===== config.mk =====
export PLATFORM = sky130hd
export DESIGN_NAME = pt_walker
export DESIGN_NICKNAME = d
export VERILOG_FILES = /design/src/rtl/ptw_pkg.sv /design/src/rtl/ptw_addr_gen.sv /design/src/rtl/ptw_entry_check.sv /design/src/rtl/ptw_ctrl.sv /design/src/rtl/pt_walker.sv
export SDC_FILE = /design/constraint.sdc
export NUM_CORES = 1
export LEC_CHECK = 0
export ABC_AREA = 1
export BUFFER_PORTS_ARGS = -buffer_cell sky130_fd_sc_hd__buf_2
export CORE_UTILIZATION = 25
export CTS_CLUSTER_SIZE = 14
export DETAILED_ROUTE_END_ITERATION = 8
export GPL_TIMING_DRIVEN = 0
export PLACE_DENSITY_LB_ADDON = 0.05
export SLEW_MARGIN = 20
export SYNTH_ARGS = -nofsm -noshare
export SYNTH_HDL_FRONTEND = slang
export SYNTH_SLANG_ARGS = --single-unit

===== constraint.sdc =====
create_clock -name clk -period 2.2 [get_ports clk]
set_input_delay 0.22 -clock clk [delete_from_list [all_inputs] [get_ports clk]]
set_output_delay 0.22 -clock clk [all_outputs]
set_load 0.005 [all_outputs]

===== src/rtl/ptw_pkg.sv =====
// Package: shared state encoding for the page table walker.
// Assumes: one walk in flight at a time.
package ptw_pkg;
    typedef enum logic [2:0] {
        ST_IDLE       = 3'd0,
        ST_RD_OUTER   = 3'd1,
        ST_WT_OUTER   = 3'd2,
        ST_RD_INNER   = 3'd3,
        ST_WT_INNER   = 3'd4,
        ST_DONE       = 3'd5
    } ptw_state_e;
endpackage


===== src/rtl/ptw_addr_gen.sv =====
// Module: forms an entry byte address as table base + 4*index, modulo 2^PA_W.
// Assumes: entries are 4 bytes and PA_W > IDX_W + 2.
module ptw_addr_gen #(
    parameter int PA_W  = 30,
    parameter int IDX_W = 12
) (
    input  logic [PA_W-1:0]  base,
    input  logic [IDX_W-1:0] idx,
    output logic [PA_W-1:0]  addr
);
    localparam int PAD_W = PA_W - IDX_W - 2;

    // purpose: scale the index to a byte offset and add it to the base
    always_comb begin
        addr = base + {{PAD_W{1'b0}}, idx, 2'b00};
    end
endmodule


===== src/rtl/ptw_entry_check.sv =====
// Module: splits a table entry word into its valid flag and payload field.
// Assumes: the valid flag is the top bit; the payload sits in the low FIELD_W bits.
module ptw_entry_check #(
    parameter int DATA_W  = 32,
    parameter int FIELD_W = 30
) (
    input  logic [DATA_W-1:0]  word,
    output logic               ok,
    output logic [FIELD_W-1:0] field
);
    logic unused_rsvd;

    // purpose: pick apart the valid flag and the payload field
    always_comb begin
        ok          = word[DATA_W-1];
        field       = word[FIELD_W-1:0];
        unused_rsvd = ^word[DATA_W-2:FIELD_W];
    end
endmodule


===== src/rtl/ptw_ctrl.sv =====
// Module: sequencer for the two dependent table reads and the response.
// Assumes: memory answers each accepted read with exactly one mem_rsp_valid pulse,
// and never sends a response while no read is outstanding.
module ptw_ctrl
    import ptw_pkg::*;
#(
    parameter int OUT_IDX_W = 12,
    parameter int IN_IDX_W  = 8,
    parameter int OFF_W     = 12,
    parameter int PA_W      = 30
) (
    input  logic                               clk,
    input  logic                               rst_n,
    input  logic                               req_valid,
    output logic                               req_ready,
    input  logic [OUT_IDX_W+IN_IDX_W+OFF_W-1:0] req_vaddr,
    input  logic [PA_W-1:0]                    root_base,
    output logic [PA_W-1:0]                    base_q,
    output logic [OUT_IDX_W-1:0]               outer_idx,
    output logic [IN_IDX_W-1:0]                inner_idx,
    output logic [PA_W-1:0]                    tbl_q,
    input  logic [PA_W-1:0]                    outer_addr,
    input  logic [PA_W-1:0]                    inner_addr,
    output logic                               mem_rd_valid,
    input  logic                               mem_rd_ready,
    output logic [PA_W-1:0]                    mem_rd_addr,
    input  logic                               mem_rsp_valid,
    input  logic                               ent_ok,
    input  logic [PA_W-1:0]                    ent_field,
    output logic                               resp_valid,
    output logic [PA_W-1:0]                    resp_paddr,
    output logic                               resp_fault,
    output logic                               resp_fault_lvl
);
    localparam int VA_W  = OUT_IDX_W + IN_IDX_W + OFF_W;
    localparam int PPN_W = PA_W - OFF_W;

    ptw_state_e       state, state_nx;
    logic [VA_W-1:0]  vaddr_q;
    logic [PPN_W-1:0] ppn_q;
    logic             fault_q;
    logic             lvl_q;

    // purpose: pick the next walk state from handshakes and entry validity
    always_comb begin
        state_nx = state;
        unique case (state)
            ST_IDLE:     if (req_valid)     state_nx = ST_RD_OUTER;
            ST_RD_OUTER: if (mem_rd_ready)  state_nx = ST_WT_OUTER;
            ST_WT_OUTER: if (mem_rsp_valid) state_nx = ent_ok ? ST_RD_INNER : ST_DONE;
            ST_RD_INNER: if (mem_rd_ready)  state_nx = ST_WT_INNER;
            ST_WT_INNER: if (mem_rsp_valid) state_nx = ST_DONE;
            ST_DONE:                        state_nx = ST_IDLE;
            default:                        state_nx = ST_IDLE;
        endcase
    end

    // purpose: state register with synchronous active-low reset
    always_ff @(posedge clk) begin
        if (!rst_n) state <= ST_IDLE;
        else        state <= state_nx;
    end

    // purpose: capture request, table address, page number and fault outcome
    always_ff @(posedge clk) begin
        if (!rst_n) begin
            vaddr_q <= '0;
            base_q  <= '0;
            tbl_q   <= '0;
            ppn_q   <= '0;
            fault_q <= 1'b0;
            lvl_q   <= 1'b0;
        end else begin
            if (state == ST_IDLE && req_valid) begin
                vaddr_q <= req_vaddr;
                base_q  <= root_base;
                fault_q <= 1'b0;
                lvl_q   <= 1'b0;
            end
            if (state == ST_WT_OUTER && mem_rsp_valid) begin
                if (ent_ok) begin
                    tbl_q <= ent_field;
                end else begin
                    fault_q <= 1'b1;
                    lvl_q   <= 1'b0;
                end
            end
            if (state == ST_WT_INNER && mem_rsp_valid) begin
                if (ent_ok) begin
                    ppn_q <= ent_field[PPN_W-1:0];
                end else begin
                    fault_q <= 1'b1;
                    lvl_q   <= 1'b1;
                end
            end
        end
    end

    // purpose: index fields of the captured address for the address generators
    always_comb begin
        outer_idx = vaddr_q[VA_W-1 -: OUT_IDX_W];
        inner_idx = vaddr_q[OFF_W +: IN_IDX_W];
    end

    // purpose: drive the memory read port from the current read state
    always_comb begin
        mem_rd_valid = (state == ST_RD_OUTER) || (state == ST_RD_INNER);
        mem_rd_addr  = (state == ST_RD_INNER) ? inner_addr : outer_addr;
    end

    // purpose: handshake and response outputs
    always_comb begin
        req_ready      = (state == ST_IDLE);
        resp_valid     = (state == ST_DONE);
        resp_fault     = fault_q;
        resp_fault_lvl = lvl_q;
        resp_paddr     = fault_q ? '0 : {ppn_q, vaddr_q[OFF_W-1:0]};
    end

    // a taken request makes the walker busy in the next cycle
    a_r2_busy_after_take: assert property (@(posedge clk) disable iff (!rst_n)
        (req_valid && req_ready) |=> !req_ready);

    // never idle while reading memory or responding
    a_r2_ready_exclusive: assert property (@(posedge clk) disable iff (!rst_n)
        req_ready |-> (!mem_rd_valid && !resp_valid));

    // a stalled read keeps its request and address
    a_r4_rd_hold: assert property (@(posedge clk) disable iff (!rst_n)
        (mem_rd_valid && !mem_rd_ready) |=> (mem_rd_valid && $stable(mem_rd_addr)));

    // response lasts one cycle, then the walker is idle
    a_r9_resp_pulse: assert property (@(posedge clk) disable iff (!rst_n)
        resp_valid |=> (!resp_valid && req_ready));

    // a faulting response carries a zero address
    a_r5_fault_zero: assert property (@(posedge clk) disable iff (!rst_n)
        (resp_valid && resp_fault) |-> (resp_paddr == '0));
endmodule


===== src/rtl/pt_walker.sv =====
// Module: two-level page table walker top; wires the sequencer, the two
// entry address generators and the entry decoder together.
// Assumes: outer table base is a byte address; entries are 32-bit words with
// the valid flag in the top bit.
module pt_walker #(
    parameter int OUT_IDX_W = 12,
    parameter int IN_IDX_W  = 8,
    parameter int OFF_W     = 12,
    parameter int PA_W      = 30,
    parameter int DATA_W    = 32
) (
    input  logic                                clk,
    input  logic                                rst_n,
    input  logic [PA_W-1:0]                     root_base,
    input  logic                                req_valid,
    output logic                                req_ready,
    input  logic [OUT_IDX_W+IN_IDX_W+OFF_W-1:0] req_vaddr,
    output logic                                resp_valid,
    output logic [PA_W-1:0]                     resp_paddr,
    output logic                                resp_fault,
    output logic                                resp_fault_lvl,
    output logic                                mem_rd_valid,
    input  logic                                mem_rd_ready,
    output logic [PA_W-1:0]                     mem_rd_addr,
    input  logic                                mem_rsp_valid,
    input  logic [DATA_W-1:0]                   mem_rsp_data
);
    logic [PA_W-1:0]      base_q, tbl_q, outer_addr, inner_addr, ent_field;
    logic [OUT_IDX_W-1:0] outer_idx;
    logic [IN_IDX_W-1:0]  inner_idx;
    logic                 ent_ok;

    ptw_addr_gen #(.PA_W(PA_W), .IDX_W(OUT_IDX_W)) u_outer_ag (
        .base (base_q),
        .idx  (outer_idx),
        .addr (outer_addr)
    );

    ptw_addr_gen #(.PA_W(PA_W), .IDX_W(IN_IDX_W)) u_inner_ag (
        .base (tbl_q),
        .idx  (inner_idx),
        .addr (inner_addr)
    );

    ptw_entry_check #(.DATA_W(DATA_W), .FIELD_W(PA_W)) u_chk (
        .word  (mem_rsp_data),
        .ok    (ent_ok),
        .field (ent_field)
    );

    ptw_ctrl #(
        .OUT_IDX_W (OUT_IDX_W),
        .IN_IDX_W  (IN_IDX_W),
        .OFF_W     (OFF_W),
        .PA_W      (PA_W)
    ) u_ctrl (
        .clk            (clk),
        .rst_n          (rst_n),
        .req_valid      (req_valid),
        .req_ready      (req_ready),
        .req_vaddr      (req_vaddr),
        .root_base      (root_base),
        .base_q         (base_q),
        .outer_idx      (outer_idx),
        .inner_idx      (inner_idx),
        .tbl_q          (tbl_q),
        .outer_addr     (outer_addr),
        .inner_addr     (inner_addr),
        .mem_rd_valid   (mem_rd_valid),
        .mem_rd_ready   (mem_rd_ready),
        .mem_rd_addr    (mem_rd_addr),
        .mem_rsp_valid  (mem_rsp_valid),
        .ent_ok         (ent_ok),
        .ent_field      (ent_field),
        .resp_valid     (resp_valid),
        .resp_paddr     (resp_paddr),
        .resp_fault     (resp_fault),
        .resp_fault_lvl (resp_fault_lvl)
    );
endmodule


# Word level (Yosys, flattened, before mapping)
# Index checks and enable logic that the tools add are counted.
# classes
addsub	2
n_eq_ne	10
reduce_logical	8
muxes	19
# op_table
cell	count
$mux 30	2
$add 30x10->30	1
$add 30x14->30	1
$mux 3	6
$pmux 3 s5	1
$mux 1	10
$ne 2x2->1 const B	5
$eq 3x2->1 const B	2
$eq 3x3->1 const B	2
$reduce_and 5->1	1
$reduce_and 2->1	2
$eq 3x1->1 const B	1
$logic_and 1x1->1	3
$logic_not 3->1	1
$logic_or 1x1->1	1
# word_totals
out_inout_bits	65
word_cells	46
regBits	115
in_bits	99

# Depth between registers and ports, before layout
# Gate-level depths: netlist (run 1).
# depth
depth_word	7
ltp_mapped	14
depth_no_buf	14

# Hierarchy
# Synthesis (run 1) repeated with hierarchy kept, for this count alone.
# hier_totals
hier_cells	1211
area_unflattened_um2	7796.2
# modules_own_cells
module	instances	cells_each	area_per_inst_um2	seq_area_each_um2
ptw_ctrl	1	644	4926.0	2302.2
ptw_addr_gen at u_outer_ag	1	275	1401.3	0.0
ptw_addr_gen at u_inner_ag	1	261	1236.2	0.0
ptw_entry_check	1	31	232.7	0.0

# Least setup slack after synthesis (run 1)
# OpenSTA, ideal clock, no wires.
# synth_timing
path_kind	register -> output
start	register u_ctrl.tbl_q[2]
end	output mem_rd_addr[26]
required_ns	1.980
arrival_ns	1.766
path_buffers	0
stages_incl_launch_ff	13
slack_ns	0.214
cell_sequence	dfxtp_1 > ha_1 > inv_1 > fa_1 > inv_1 > nand3_1 > nand3_1 > nand2_1 > nand2_1 > nand2_1 > o21ai_0 > nand3_1 > nand2_1
# synth_via
elab_chain_cells	2
# synth_rtl
element	line_no	source
start, declared	ptw_ctrl.sv:21	output logic [PA_W-1:0] tbl_q,
start signal, assigned	ptw_ctrl.sv:82	tbl_q <= ent_field;
$add 30x10->30	ptw_addr_gen.sv:15	addr = base + {{PAD_W{1'b0}}, idx, 2'b00};
$mux 30	ptw_ctrl.sv:108	mem_rd_addr = (state == ST_RD_INNER) ? inner_addr : outer_addr;
end, declared	pt_walker.sv:24	output logic [PA_W-1:0] mem_rd_addr,
# Every way passes these cells.

# Final worst setup path (run 1)
# layout_timing
start	register u_ctrl.vaddr_q[20]
end	output mem_rd_addr[14]
# layout_via
elab_chain_cells	2
# layout_rtl
element	line_no	source
start, declared	ptw_ctrl.sv:39	logic [VA_W-1:0] vaddr_q;
start signal, assigned	ptw_ctrl.sv:75	vaddr_q <= req_vaddr;
$add 30x14->30	ptw_addr_gen.sv:15	
$mux 30	ptw_ctrl.sv:108	
# Every way passes these cells.

==> impl_metrics.py, run 1 <==
metrics = {
    "status": {
        "status": "complete, but fails checks",
        "failed_checks": "setup timing",
    },
    "routing": {
        "wirelength_mm": 27.2,
        "wl_met1_mm": 12.5,
        "top_layer": "met4",
        "num_vias": 7792,
        "viasPerCell": 4.54,
        "drc": 0,
        "drtIter0Drc": 297,
        "dr_wl_met3_um": 980,
        "drt-pass1-iter-count": 4,
        "wl_per_cell_um": 15.8,
        "postRouteAntennaNets": 0,
        "wl_met2_mm": 13.2,
    },
    "finish": {
        "final_core_util": 0.382,
        "nNetsFinal": 1452,
        "drive_above_1_share": 0.365,
        "diodes": 0,
        "fin_area_um2": 10400,
        "final_cells": 1716,
        "area_growth_pct": 49.2,
    },
    "sta": {
        "timing_hold_violations_final": 0,
        "fin_skew_ns": 0.0146,
        "slew_viol_final": 0,
        "worst_slew_pin_slew_ns": 0.682,
        "relSlewSlack": 0.546,
        "setup_viol": 23,
        "fin_ws_ns": -0.336,
        "fin_crit_sh": 1.15,
        "finalCriticalPeriod_ns": 2.54,
        "rsz0062_at_grt": "true",
        "fmax_mhz": 394,
    },
    "critical_path": {
        "setup.worst_path.class": "register to primary output",
        "cp_max_fo": 4,
        "crit_path_max_incr_delay_ns": 0.36,
        "crit_buf_inv": 4,
        "start_kind": "register",
        "r2r-start": "u_ctrl.state[1]",
        "cp.arrival_ns": 2.32,
        "crit_chain": "ha_4 > inv_2 > fa_2 > inv_2 > nand3_2 > nand3_4 > nand3_2 > nand3b_1 > buf_4 > nand2_1 > nand2_1 > o21ai_2 > buf_2",
        "r2r_end": "u_ctrl.vaddr_q[8]",
        "ff2ff_path_depth": 6,
        "r2r_slack_ns": 0.29,
        "crit_required_ns": 1.98,
        "cpMaxStageDelayCell": "fa_2",
        "end_kind": "primary output",
        "crit_family": "simple AND/OR/NAND/NOR gates",
    },
    "clock_tree": {
        "cts_sinks": 115,
        "htreeDepth": 4,
        "path_clk_slew_ns": 0.06,
        "cts_tree": "done",
        "clockBufferDepth": 2,
        "cts_inserted_buffers": 17,
        "cts-root-buf": "clkbuf_16",
        "clock_latency_ns": 0.42,
    },
    "synthesis": {
        "synth.most_common_cell": "nand2_1",
        "synth-compound-area-share": 0.174,
        "yosysWarnings": 0,
        "synth_enable_flop_cells": 0,
        "yosys-mux-area-fraction": 0.00144,
        "synth_ff_type": "dfxtp_1",
        "netlist_top_cells_area": "dfxtp_1 (33%), nand2_1 (16%), a21oi_1 (9.2%)",
        "yosys.area.top_type": "dfxtp_1",
        "synthTopCellsByCount": "nand2_1 (288), inv_1 (147), a21oi_1 (128), nand3_1 (117), dfxtp_1 (115)",
        "synth_fp_nets": 1236,
        "synthAdderAreaFrac": 0.0418,
        "synth_cell_types": 37,
        "synth_top_area_share": 0.332,
        "synth_area_um2": 6940,
        "synth-xor-area-share": 0.0114,
        "syn_inst": 1115,
        "synth-seq-area-share": 0.332,
        "synthArstFlopShare": 0,
        "synth-simple-area-share": 0.324,
        "ys_seq_elements": 115,
        "syn_area_per_cell_um2": 6.23,
        "synth_top_family_by_area": "simple AND/OR/NAND/NOR gates",
    },
    "place": {
        "dp.final_hpwl_mm": 21.5,
        "gp_congestion": 0.863,
        "numPortBuffers": 160,
        "placed_area_um2": 8210,
        "dp_slack_ns": -0.369,
        "dp_cells": 1647,
    },
    "global_route": {
        "grt_antenna_before_repair": 1,
        "grt_pass1_vias": 7739,
        "grt_pass1_wl_mm": 41.8,
        "grt_max_degree": 17,
        "grt_overflow_total": 0,
        "grtUsageTotal": 0.194,
    },
    "die": {
        "ios": 164,
        "die-area_um2": 28400,
        "fp-row-count": 60,
        "die_x_um": 169,
        "die_h_um": 169,
        "fp.coreArea_um2": 27100,
        "initial_core_util": 0.256,
    },
    "min_path": {
        "worstHoldEndpoint": "u_ctrl.tbl_q[26]",
        "hold_depth": 3,
        "hold_path.startpoint": "mem_rsp_data[26]",
        "min_path_type": "input port to register",
    },
    "power": {
        "leakagePower_uw": 0.00474,
        "p_per_area_nw_per_um2": 898,
        "p_total_uw": 9310,
        "vdd_drop_max_mv": 0.468,
    },
    "flow_run": {
        "max_cap_viol_count": 0,
    },
}
==> repair_timing <==
| action | 4_1_cts | 5_1_grt |
|---|---|---|
| hold buffers | 0 | 0 |
| pin swaps | 72 | 53 |
| setup buffers | 25 | 15 |
| gates resized for setup | 236 | 96 |
| endpoints found under the setup margin | 30 | 28 |
==> metrics by stage <==
stage / setup TNS (ns) / hold WS, ns
floorplan: 0 / 0.384
global placement: -2.64 / 0.441
detailed placement: -2.43 / 0.446
CTS: -4.15 / 0.0459
global route: -6.36 / 0.0589
finish: -3.75 / 0.0616
==> report_power, final <==
part	leakage, uW	switching [uW]	internal (uW)
clock	0.000301	1110	1890
sequential	0.000957	336	2480
combinational	0.00348	2050	1440
==> kinds of logic after synthesis <==
logic type	Yosys count
AND/OR/NAND/NOR	530
buffers and inverters	200
XOR/XNOR	9
AO/OA/AOI/OAI	238
flip-flops	115
adder cells (fa/ha/maj)	22
multiplexers	1
==> area by class of cell <==
cell class | count | area, um2
fillers | 3011 | 16700
multi-input cells | 800 | 4920
flip-flops and latches | 115 | 2360
repair buffers | 197 | 1160
inverters | 153 | 584
clock buffers | 20 | 467
well taps | 372 | 465
plain buffers | 47 | 240
clock inverters | 12 | 165
==> worst register-to-register path, delay by kind of cell (launching register included) <==
family	cells	cell delay (ns)
AO/OA/AOI/OAI	2	0.36
flip-flops	1	0.30
AND/OR/NAND/NOR	2	0.62
buffers and inverters	2	0.53
==> worst max-delay path by stage <==
stage | from | to | slack (ns) | depth (start not counted)
5_1_grt | u_ctrl.vaddr_q[20] | mem_rd_addr[22] | -0.42 | 13
4_1_cts | u_ctrl.vaddr_q[20] | mem_rd_addr[22] | -0.32 | 13
2_1_floorplan | u_ctrl.tbl_q[2] | mem_rd_addr[26] | 0.21 | 12
6_report | u_ctrl.vaddr_q[20] | mem_rd_addr[14] | -0.34 | 13
3_5_place_dp | u_ctrl.vaddr_q[20] | mem_rd_addr[18] | -0.37 | 13
3_3_place_gp | u_ctrl.vaddr_q[20] | mem_rd_addr[18] | -0.38 | 13
==> metal layers <==
| metal | GRT usage | vias up |
|---|---|---|
| li1 | - | 4041 |
| met1 | 0.241 | 3592 |
| met2 | 0.339 | 133 |
| met3 | 0.0355 | 26 |
| met4 | 0.0569 | 0 |
| met5 | 0 | - |
==> cell usage in the layout (no fill, tap or decap), types with 25 or more instances in the layout <==
master / netlist / routed
nand2_2: 4 / 56
nand3_1: 117 / 79
a21oi_1: 128 / 121
buf_2: 14 / 167
clkbuf_1: 27 / 26
nand2_1: 288 / 217
dfxtp_1: 115 / 75
nand3_2: 2 / 25
inv_1: 147 / 136
o21ai_0: 97 / 78
dfxtp_2: 0 / 37
buf_4: 3 / 29
nor2_1: 84 / 66
==> state kept, by name (all words and copies together) (netlist names) <==
register               flops
u_ctrl.vaddr_q            32
u_ctrl.base_q             30
u_ctrl.tbl_q              30
u_ctrl.ppn_q              18
u_ctrl.state               3
u_ctrl.resp_fault          1
u_ctrl.resp_fault_lvl      1
Note: power is estimated with default switching activity, not from simulation.
==> run 2: changes to the inputs <==
--- a/config.mk
+++ b/config.mk
@@ -15,4 +15,5 @@
 export SLEW_MARGIN = 20
 export SYNTH_ARGS = -nofsm -noshare
 export SYNTH_HDL_FRONTEND = slang
+export SYNTH_HIERARCHICAL = 1
 export SYNTH_SLANG_ARGS = --single-unit
==> run 2 against run 1 <==
The run still ends with setup timing left. Non-clock buffer count grew 8. Total power up 1.5%. Cell count grew 4.3%. Critical path depth is 3 lower. Die area grew 12%. First-iteration DRC count increased by 11%. Wire length grew 4.5%.
==> impl_metrics.py, run 2 <==
metrics = {
    "status": {
        "status": "complete, but fails checks",
        "failed_checks": "setup timing",
    },
    "synthesis": {
        "syn_area_per_cell_um2": 6.44,
        "synth_top_family_by_area": "simple AND/OR/NAND/NOR gates",
        "syn_inst": 1211,
        "synth_fp_nets": 1332,
        "ys_seq_elements": 115,
        "synth-simple-area-share": 0.360,
        "synthTopCellsByCount": "nand2_1 (379), nand3_1 (123), inv_1 (121), a21oi_1 (120), dfxtp_1 (115)",
        "synth-seq-area-share": 0.295,
        "yosys-mux-area-fraction": 0.0433,
        "synth-compound-area-share": 0.0907,
        "synthArstFlopShare": 0,
        "yosys.area.top_type": "dfxtp_1",
        "synth_top_area_share": 0.295,
        "synthAdderAreaFrac": 0.0372,
        "synth-xor-area-share": 0.0258,
        "synth.most_common_cell": "nand2_1",
        "synth_ff_type": "dfxtp_1",
        "yosysWarnings": 6,
        "netlist_top_cells_area": "dfxtp_1 (30%), nand2_1 (18%), nand3_1 (7.9%)",
        "synth_area_um2": 7800,
        "synth_cell_types": 34,
        "synth_enable_flop_cells": 0,
    },
    "finish": {
        "regArea_um2": 2380,
        "final_cell_mix": "nand2_1 (298), buf_2 (121), a21oi_1 (116)",
        "area_growth_pct": 42.6,
        "multiInputGateArea_um2": 5510,
        "largest_registers": "u_ctrl/vaddr_q: 32 flops, u_ctrl/base_q: 30 flops, u_ctrl/tbl_q: 30 flops",
        "drive_above_1_share": 0.395,
        "regMostFlops": "u_ctrl/vaddr_q",
        "final_cells": 1790,
        "n_fill_cell": 3352,
        "largest_reg_flops": 32,
        "layout_commonest_cell": "nand2_1",
        "nNetsFinal": 1500,
    },
    "clock_tree": {
        "cts-root-buf": "clkbuf_16",
        "cts_sinks": 115,
        "path_clk_slew_ns": 0.06,
        "clockBufferDepth": 2,
        "cts_inserted_buffers": 17,
        "clock_latency_ns": 0.42,
        "htreeDepth": 4,
        "cts_tree": "done",
    },
    "critical_path": {
        "cp.arrival_ns": 2.34,
        "end_kind": "primary output",
        "crit_path_max_incr_delay_ns": 0.36,
        "cpMaxStageDelayCell": "fa_2",
        "setup.worst_path.class": "register to primary output",
        "crit_buf_inv": 2,
        "crit_family": "adder cells",
        "crit_chain": "ha_4 > fa_2 > nand3_2 > nand3_4 > nand2_2 > nand2_4 > buf_4 > xor2_2 > mux2_4 > buf_6",
        "start_kind": "register",
        "crit_required_ns": 1.98,
        "cp_max_fo": 4,
    },
    "routing": {
        "wl_per_cell_um": 15.9,
        "drt-pass1-iter-count": 5,
        "viasPerCell": 4.41,
        "postRouteAntennaNets": 0,
        "wirelength_mm": 28.4,
        "drtIter0Drc": 330,
        "num_vias": 7901,
        "drc": 0,
    },
    "sta": {
        "rsz0062_at_grt": "true",
        "fin_ws_ns": -0.356,
        "slew_viol_final": 0,
        "fmax_mhz": 391,
        "worst_slew_pin_slew_ns": 0.696,
        "setup_viol": 26,
        "relSlewSlack": 0.536,
        "fin_skew_ns": 0.0102,
        "finalCriticalPeriod_ns": 2.56,
        "fin_crit_sh": 1.16,
        "timing_hold_violations_final": 0,
    },
    "power": {
        "power.internal_uw": 5810,
        "power_frac_comb": 0.396,
        "p_per_area_nw_per_um2": 850,
        "clkPwrFrac": 0.308,
        "pwr-share-seq": 0.296,
        "vdd_drop_max_mv": 0.546,
        "p_total_uw": 9450,
        "leakagePower_uw": 0.00521,
        "switchingPower_uw": 3640,
        "p_sw_frac": 0.385,
    },
    "die": {
        "initial_core_util": 0.254,
        "fp-row-count": 64,
        "fp.coreArea_um2": 30700,
        "die_x_um": 179,
        "die_h_um": 179,
        "die-area_um2": 31900,
        "ios": 164,
    },
    "place": {
        "dp_cells": 1737,
        "gp_congestion": 0.853,
        "dp.final_hpwl_mm": 22.1,
        "numPortBuffers": 130,
        "dp_slack_ns": -0.574,
    },
    "flow_run": {
        "max_cap_viol_count": 0,
    },
    "global_route": {
        "grt_antenna_before_repair": 6,
        "grt_pass1_wl_mm": 44.2,
        "grt_max_degree": 17,
        "grtUsageTotal": 0.184,
        "grt_overflow_total": 0,
        "grt_pass1_vias": 7776,
    },
    "min_path": {
        "min_path_type": "input port to register",
    },
}
run 2: changes by cell type after synthesis, sizes merged, moves of 6 or more:
cell and change:
a21oi -7, nand3 +11, buf +54, inv -16
mux2 +30, nand3b +9, nand2 +98, o21ai -84
nor3 -6, xor2 +14
run 2: power groups by stage:
| stage | clock network [uW] | registers [uW] | logic (uW) |
|---|---|---|---|
| floorplan | 0 | 2620 | 1950 |
| detailed placement | 0 | 2720 | 3040 |
| global route | 3100 | 2840 | 4150 |
| finish | 2910 | 2790 | 3740 |
| global placement | 0 | 2720 | 3040 |
| CTS | 3010 | 2780 | 3560 |
run 2: through the flow:
step | util | area (um2) | setup TNS [ns] | hold WS (ns)
2_1_floorplan | - | 7800 | 0 | 0.358
3_3_place_gp | 0.292 | 8940 | -5.22 | 0.440
3_5_place_dp | 0.292 | 8940 | -5.20 | 0.444
4_1_cts | 0.345 | 10600 | -7.55 | 0.0376
5_1_grt | 0.363 | 11100 | -8.22 | 0.0424
6_report | 0.363 | 11100 | -5.72 | 0.0545
run 2: cells by family after synthesis:
| family | Yosys count |
|---|---|
| mux | 30 |
| buf+inv | 239 |
| simple gates | 642 |
| compound gates | 140 |
| fa+ha+maj | 22 |
| xor+xnor | 23 |
| flops | 115 |
run 2: routing by layer:
layer	share of wire	GRT usage	wire length, um
met1	0.49	0.254	13900
met4	0.0078	0.0307	222
met2	0.46	0.293	13000
met5	0.0016	0	45
met3	0.046	0.0428	1320
run 2: timing repair:
action / 4_1_cts / 5_1_grt
endpoints found under the hold margin: 0 / 0
endpoints found under the setup margin: 30 / 30
setup buffers: 31 / 8
hold buffers: 0 / 0
pin swaps: 65 / 48
gates resized for setup: 238 / 134
run 2: cell type report:
class	instances	share of cell area
clock inverter	14	0.0149
timing repair buffer	169	0.100
buffer	83	0.0442
multi-input combinational	857	0.496
sequential	115	0.214
tap	396	0.0446
antenna	2	0.000450
inverter	136	0.0473
clock buffer	18	0.0386
run 2: worst register-to-register path, delay by kind of cell, from the launching register on:
family | cells | cell delay (ns)
buf+inv | 2 | 0.62
flops | 1 | 0.31
simple gates | 2 | 0.64
compound gates | 1 | 0.19
run 2: worst paths after layout:
check                           from                  to  slack, ns  depth (start not counted)
setup / recovery  u_ctrl/vaddr_q[20]     mem_rd_addr[10]      -0.36                         10
hold reg to reg    u_ctrl/vaddr_q[0]   u_ctrl/vaddr_q[0]       0.45                          2
setup reg to reg     u_ctrl/state[1]  u_ctrl/vaddr_q[31]       0.35                          5
hold / removal      mem_rsp_data[20]    u_ctrl/tbl_q[20]       0.05                          3
==> run 3: changes to the inputs <==
--- a/config.mk
+++ b/config.mk
@@ -5,7 +5,6 @@
 export SDC_FILE = /design/constraint.sdc
 export NUM_CORES = 1
 export LEC_CHECK = 0
-export ABC_AREA = 1
 export BUFFER_PORTS_ARGS = -buffer_cell sky130_fd_sc_hd__buf_2
 export CORE_UTILIZATION = 25
 export CTS_CLUSTER_SIZE = 14
==> run 3 against run 2 <==
The flow still finishes with violations (setup timing). Critical path depth rose by 1. Critical path type unchanged. Fmax decreased by 11%. Final area decreased by 11%. Clock power increased by 3%. Register-to-register slack improved by 0.14 ns. Critical endpoint is now mem_rd_addr[24].
==> impl_metrics.py, run 3 <==
metrics = {
    "status": {
        "status": "complete, but fails checks",
        "failed_checks": "setup timing",
    },
    "synthesis": {
        "yosys.area.top_type": "dfxtp_1",
        "syn_area_per_cell_um2": 8.53,
        "synth_fp_nets": 962,
        "syn_inst": 841,
        "netlist_top_cells_area": "dfxtp_1 (32%), nand2_1 (12%), mux2i_1 (6.8%)",
        "synth_area_um2": 7170,
        "yosysWarnings": 6,
        "synth_enable_flop_cells": 0,
        "synth.most_common_cell": "nand2_1",
        "synth_top_area_share": 0.321,
        "synth_ff_type": "dfxtp_1",
        "synth-seq-area-share": 0.321,
        "synthTopCellsByCount": "nand2_1 (221), dfxtp_1 (115), buf_4 (61), a21boi_1 (60), mux2i_1 (49)",
        "ys_seq_elements": 115,
        "synth_cell_types": 57,
        "synthArstFlopShare": 0,
    },
    "critical_path": {
        "cp.arrival_ns": 2.64,
        "startpoint": "u_ctrl/tbl_q[2]",
        "start_kind": "register",
        "r2r_slack_ns": 0.49,
        "r2r_end": "u_ctrl/vaddr_q[8]",
        "crit_required_ns": 1.98,
        "cp_max_fo": 5,
        "end_kind": "primary output",
        "endpoint": "mem_rd_addr[24]",
        "r2r-start": "u_ctrl/state[0]",
        "ff2ff_path_depth": 6,
        "setup.worst_path.class": "register to primary output",
    },
    "sta": {
        "worst_slew_pin_slew_ns": 0.699,
        "setup_viol": 25,
        "rsz0062_at_grt": "true",
        "fmax_mhz": 350,
        "timing_hold_violations_final": 0,
        "fin_skew_ns": 0.00829,
        "finalCriticalPeriod_ns": 2.86,
        "slew_viol_final": 0,
        "fin_ws_ns": -0.659,
        "fin_crit_sh": 1.30,
        "relSlewSlack": 0.534,
    },
    "finish": {
        "diodes": 0,
        "layout_commonest_cell": "nand2_1",
        "largest_reg_flops": 32,
        "area_growth_pct": 38.6,
        "final_core_util": 0.355,
        "n_fill_cell": 3033,
        "largest_registers": "u_ctrl/vaddr_q: 32 flops, u_ctrl/base_q: 30 flops, u_ctrl/tbl_q: 30 flops",
        "regMostFlops": "u_ctrl/vaddr_q",
        "final_cell_mix": "nand2_1 (215), buf_2 (110), dfxtp_1 (94)",
        "drive_above_1_share": 0.387,
        "regArea_um2": 2340,
        "multiInputGateArea_um2": 4740,
        "nNetsFinal": 1130,
    },
    "clock_tree": {
        "path_clk_slew_ns": 0.06,
        "cts_tree": "done",
        "cts-root-buf": "clkbuf_16",
        "clockBufferDepth": 2,
        "cts_sinks": 115,
        "clock_latency_ns": 0.41,
        "cts_inserted_buffers": 17,
        "ctsHoldBuffers": 0,
        "htreeDepth": 4,
    },
    "global_route": {
        "grt_pass1_vias": 6272,
        "grt_pass1_wl_mm": 36.4,
        "use_met3": 0.0439,
        "grt_max_degree": 17,
        "met2_usage": 0.269,
        "grt_use_met1": 0.219,
        "grt_overflow_total": 0,
        "grt_antenna_before_repair": 0,
        "busiest_layer": "met2",
        "grtUsageTotal": 0.165,
    },
    "place": {
        "numPortBuffers": 130,
        "gp_congestion": 0.750,
        "dp.final_hpwl_mm": 17.5,
    },
    "routing": {
        "viasPerCell": 4.37,
        "drtIter0Drc": 285,
        "postRouteAntennaNets": 0,
        "wl_per_cell_um": 16.7,
        "wirelength_mm": 23.4,
        "drt-pass1-iter-count": 6,
        "num_vias": 6105,
        "drc": 0,
    },
    "power": {
        "p_per_area_nw_per_um2": 641,
        "vdd_drop_max_mv": 0.456,
        "leakagePower_uw": 0.00430,
        "p_total_uw": 6370,
    },
    "die": {
        "die_x_um": 171,
        "die-area_um2": 29400,
        "ios": 164,
        "initial_core_util": 0.256,
        "die_h_um": 171,
        "fp.coreArea_um2": 28000,
        "fp-row-count": 61,
    },
    "min_path": {
        "min_path_type": "input port to register",
        "hold_depth": 3,
    },
    "flow_run": {
        "max_cap_viol_count": 0,
    },
}
run 3: cell types whose count changed after synthesis, sizes merged, moves of 9 or more:
cell	before	now
nor2	84	12
nand3	130	11
mux2i	0	49
inv	136	9
a21o	0	9
a21boi	0	65
a211oi	0	15
nor2b	0	33
nand3b	11	2
nand2	390	221
xnor2	1	27
a21oi	121	16
run 3: area by class of cell:
type | count | area share
multi-input combinational | 617 | 0.477
timing repair buffer | 159 | 0.109
inverter | 9 | 0.00340
sequential | 115 | 0.235
buffer | 90 | 0.0647
clock inverter | 9 | 0.0155
tap | 378 | 0.0476
clock buffer | 21 | 0.0473
run 3: metrics by stage:
stage / TNS, ns / cell area [um2] / setup WS, ns / instances / hold WS, ns
5_1_grt: -15.27 / 9940 / -0.768 / 1398 / 0.0248
3_5_place_dp: -8.32 / 8420 / -0.487 / 1350 / 0.441
6_report: -12.73 / 9940 / -0.659 / 1398 / 0.0269
4_1_cts: -12.87 / 9800 / -0.660 / 1397 / 0.00980
3_3_place_gp: -8.43 / 8410 / -0.507 / 1349 / 0.440
2_1_floorplan: -0.0220 / 7290 / -0.00733 / 841 / 0.347
run 3: per-layer routing:
| metal | up-vias | wire (um) |
|---|---|---|
| li1 | 3123 | - |
| met1 | 2845 | 11200 |
| met2 | 131 | 10900 |
| met3 | 6 | 1060 |
| met4 | 0 | 115 |
| met5 | - | 0 |
run 3: worst max-delay path: stages (launching register included):
cell	delay (ns)
dfxtp_4	0.36
ha_4	0.14
inv_2	0.04
fa_2	0.35
nand2b_4	0.16
a21oi_4	0.22
buf_12	0.14
o21ai_4	0.08
a211oi_2	0.24
xnor2_1	0.10
mux2_4	0.28
buf_6	0.12
run 3: cells by family (layout without fill, tap and decap cells):
| logic type | Yosys count | in the layout | synth area share |
|---|---|---|---|
| AND/OR/NAND/NOR | 328 | 328 | 0.213 |
| AO/OA/AOI/OAI | 136 | 137 | 0.143 |
| flip-flops | 115 | 115 | 0.321 |
| buffers and inverters | 110 | 288 | 0.105 |
| multiplexers | 79 | 79 | 0.116 |
| XOR/XNOR | 51 | 51 | 0.0623 |
| adder cells (fa/ha/maj) | 22 | 22 | 0.0405 |
run 3: report_power, final:
group | leakage [uW] | switching, uW | internal (uW)
sequential | 0.000947 | 94.5 | 2180
clock | 0.000301 | 1030 | 1970
combinational | 0.00305 | 507 | 580
total | 0.00430 | 1640 | 4730
run 3: worst min-delay path by stage:
stage | startpoint | endpoint
finish | req_vaddr[20] | u_ctrl/vaddr_q[20]
global route | req_vaddr[16] | u_ctrl/vaddr_q[16]
CTS | req_vaddr[20] | u_ctrl/vaddr_q[20]
detailed placement | u_ctrl/vaddr_q[6] | u_ctrl/vaddr_q[6]
global placement | u_ctrl/vaddr_q[11] | u_ctrl/vaddr_q[11]
floorplan | req_vaddr[20] | u_ctrl/vaddr_q[20]
run 3: timing repair:
| item | 4_1_cts | 5_1_grt |
|---|---|---|
| cloned | 2 | 0 |
| buffers inserted | 22 | 7 |
| hold endpoints to repair | 0 | 0 |
| setup endpoints to repair | 30 | 30 |
| resized for setup | 126 | 35 |
| pin swaps | 47 | 44 |
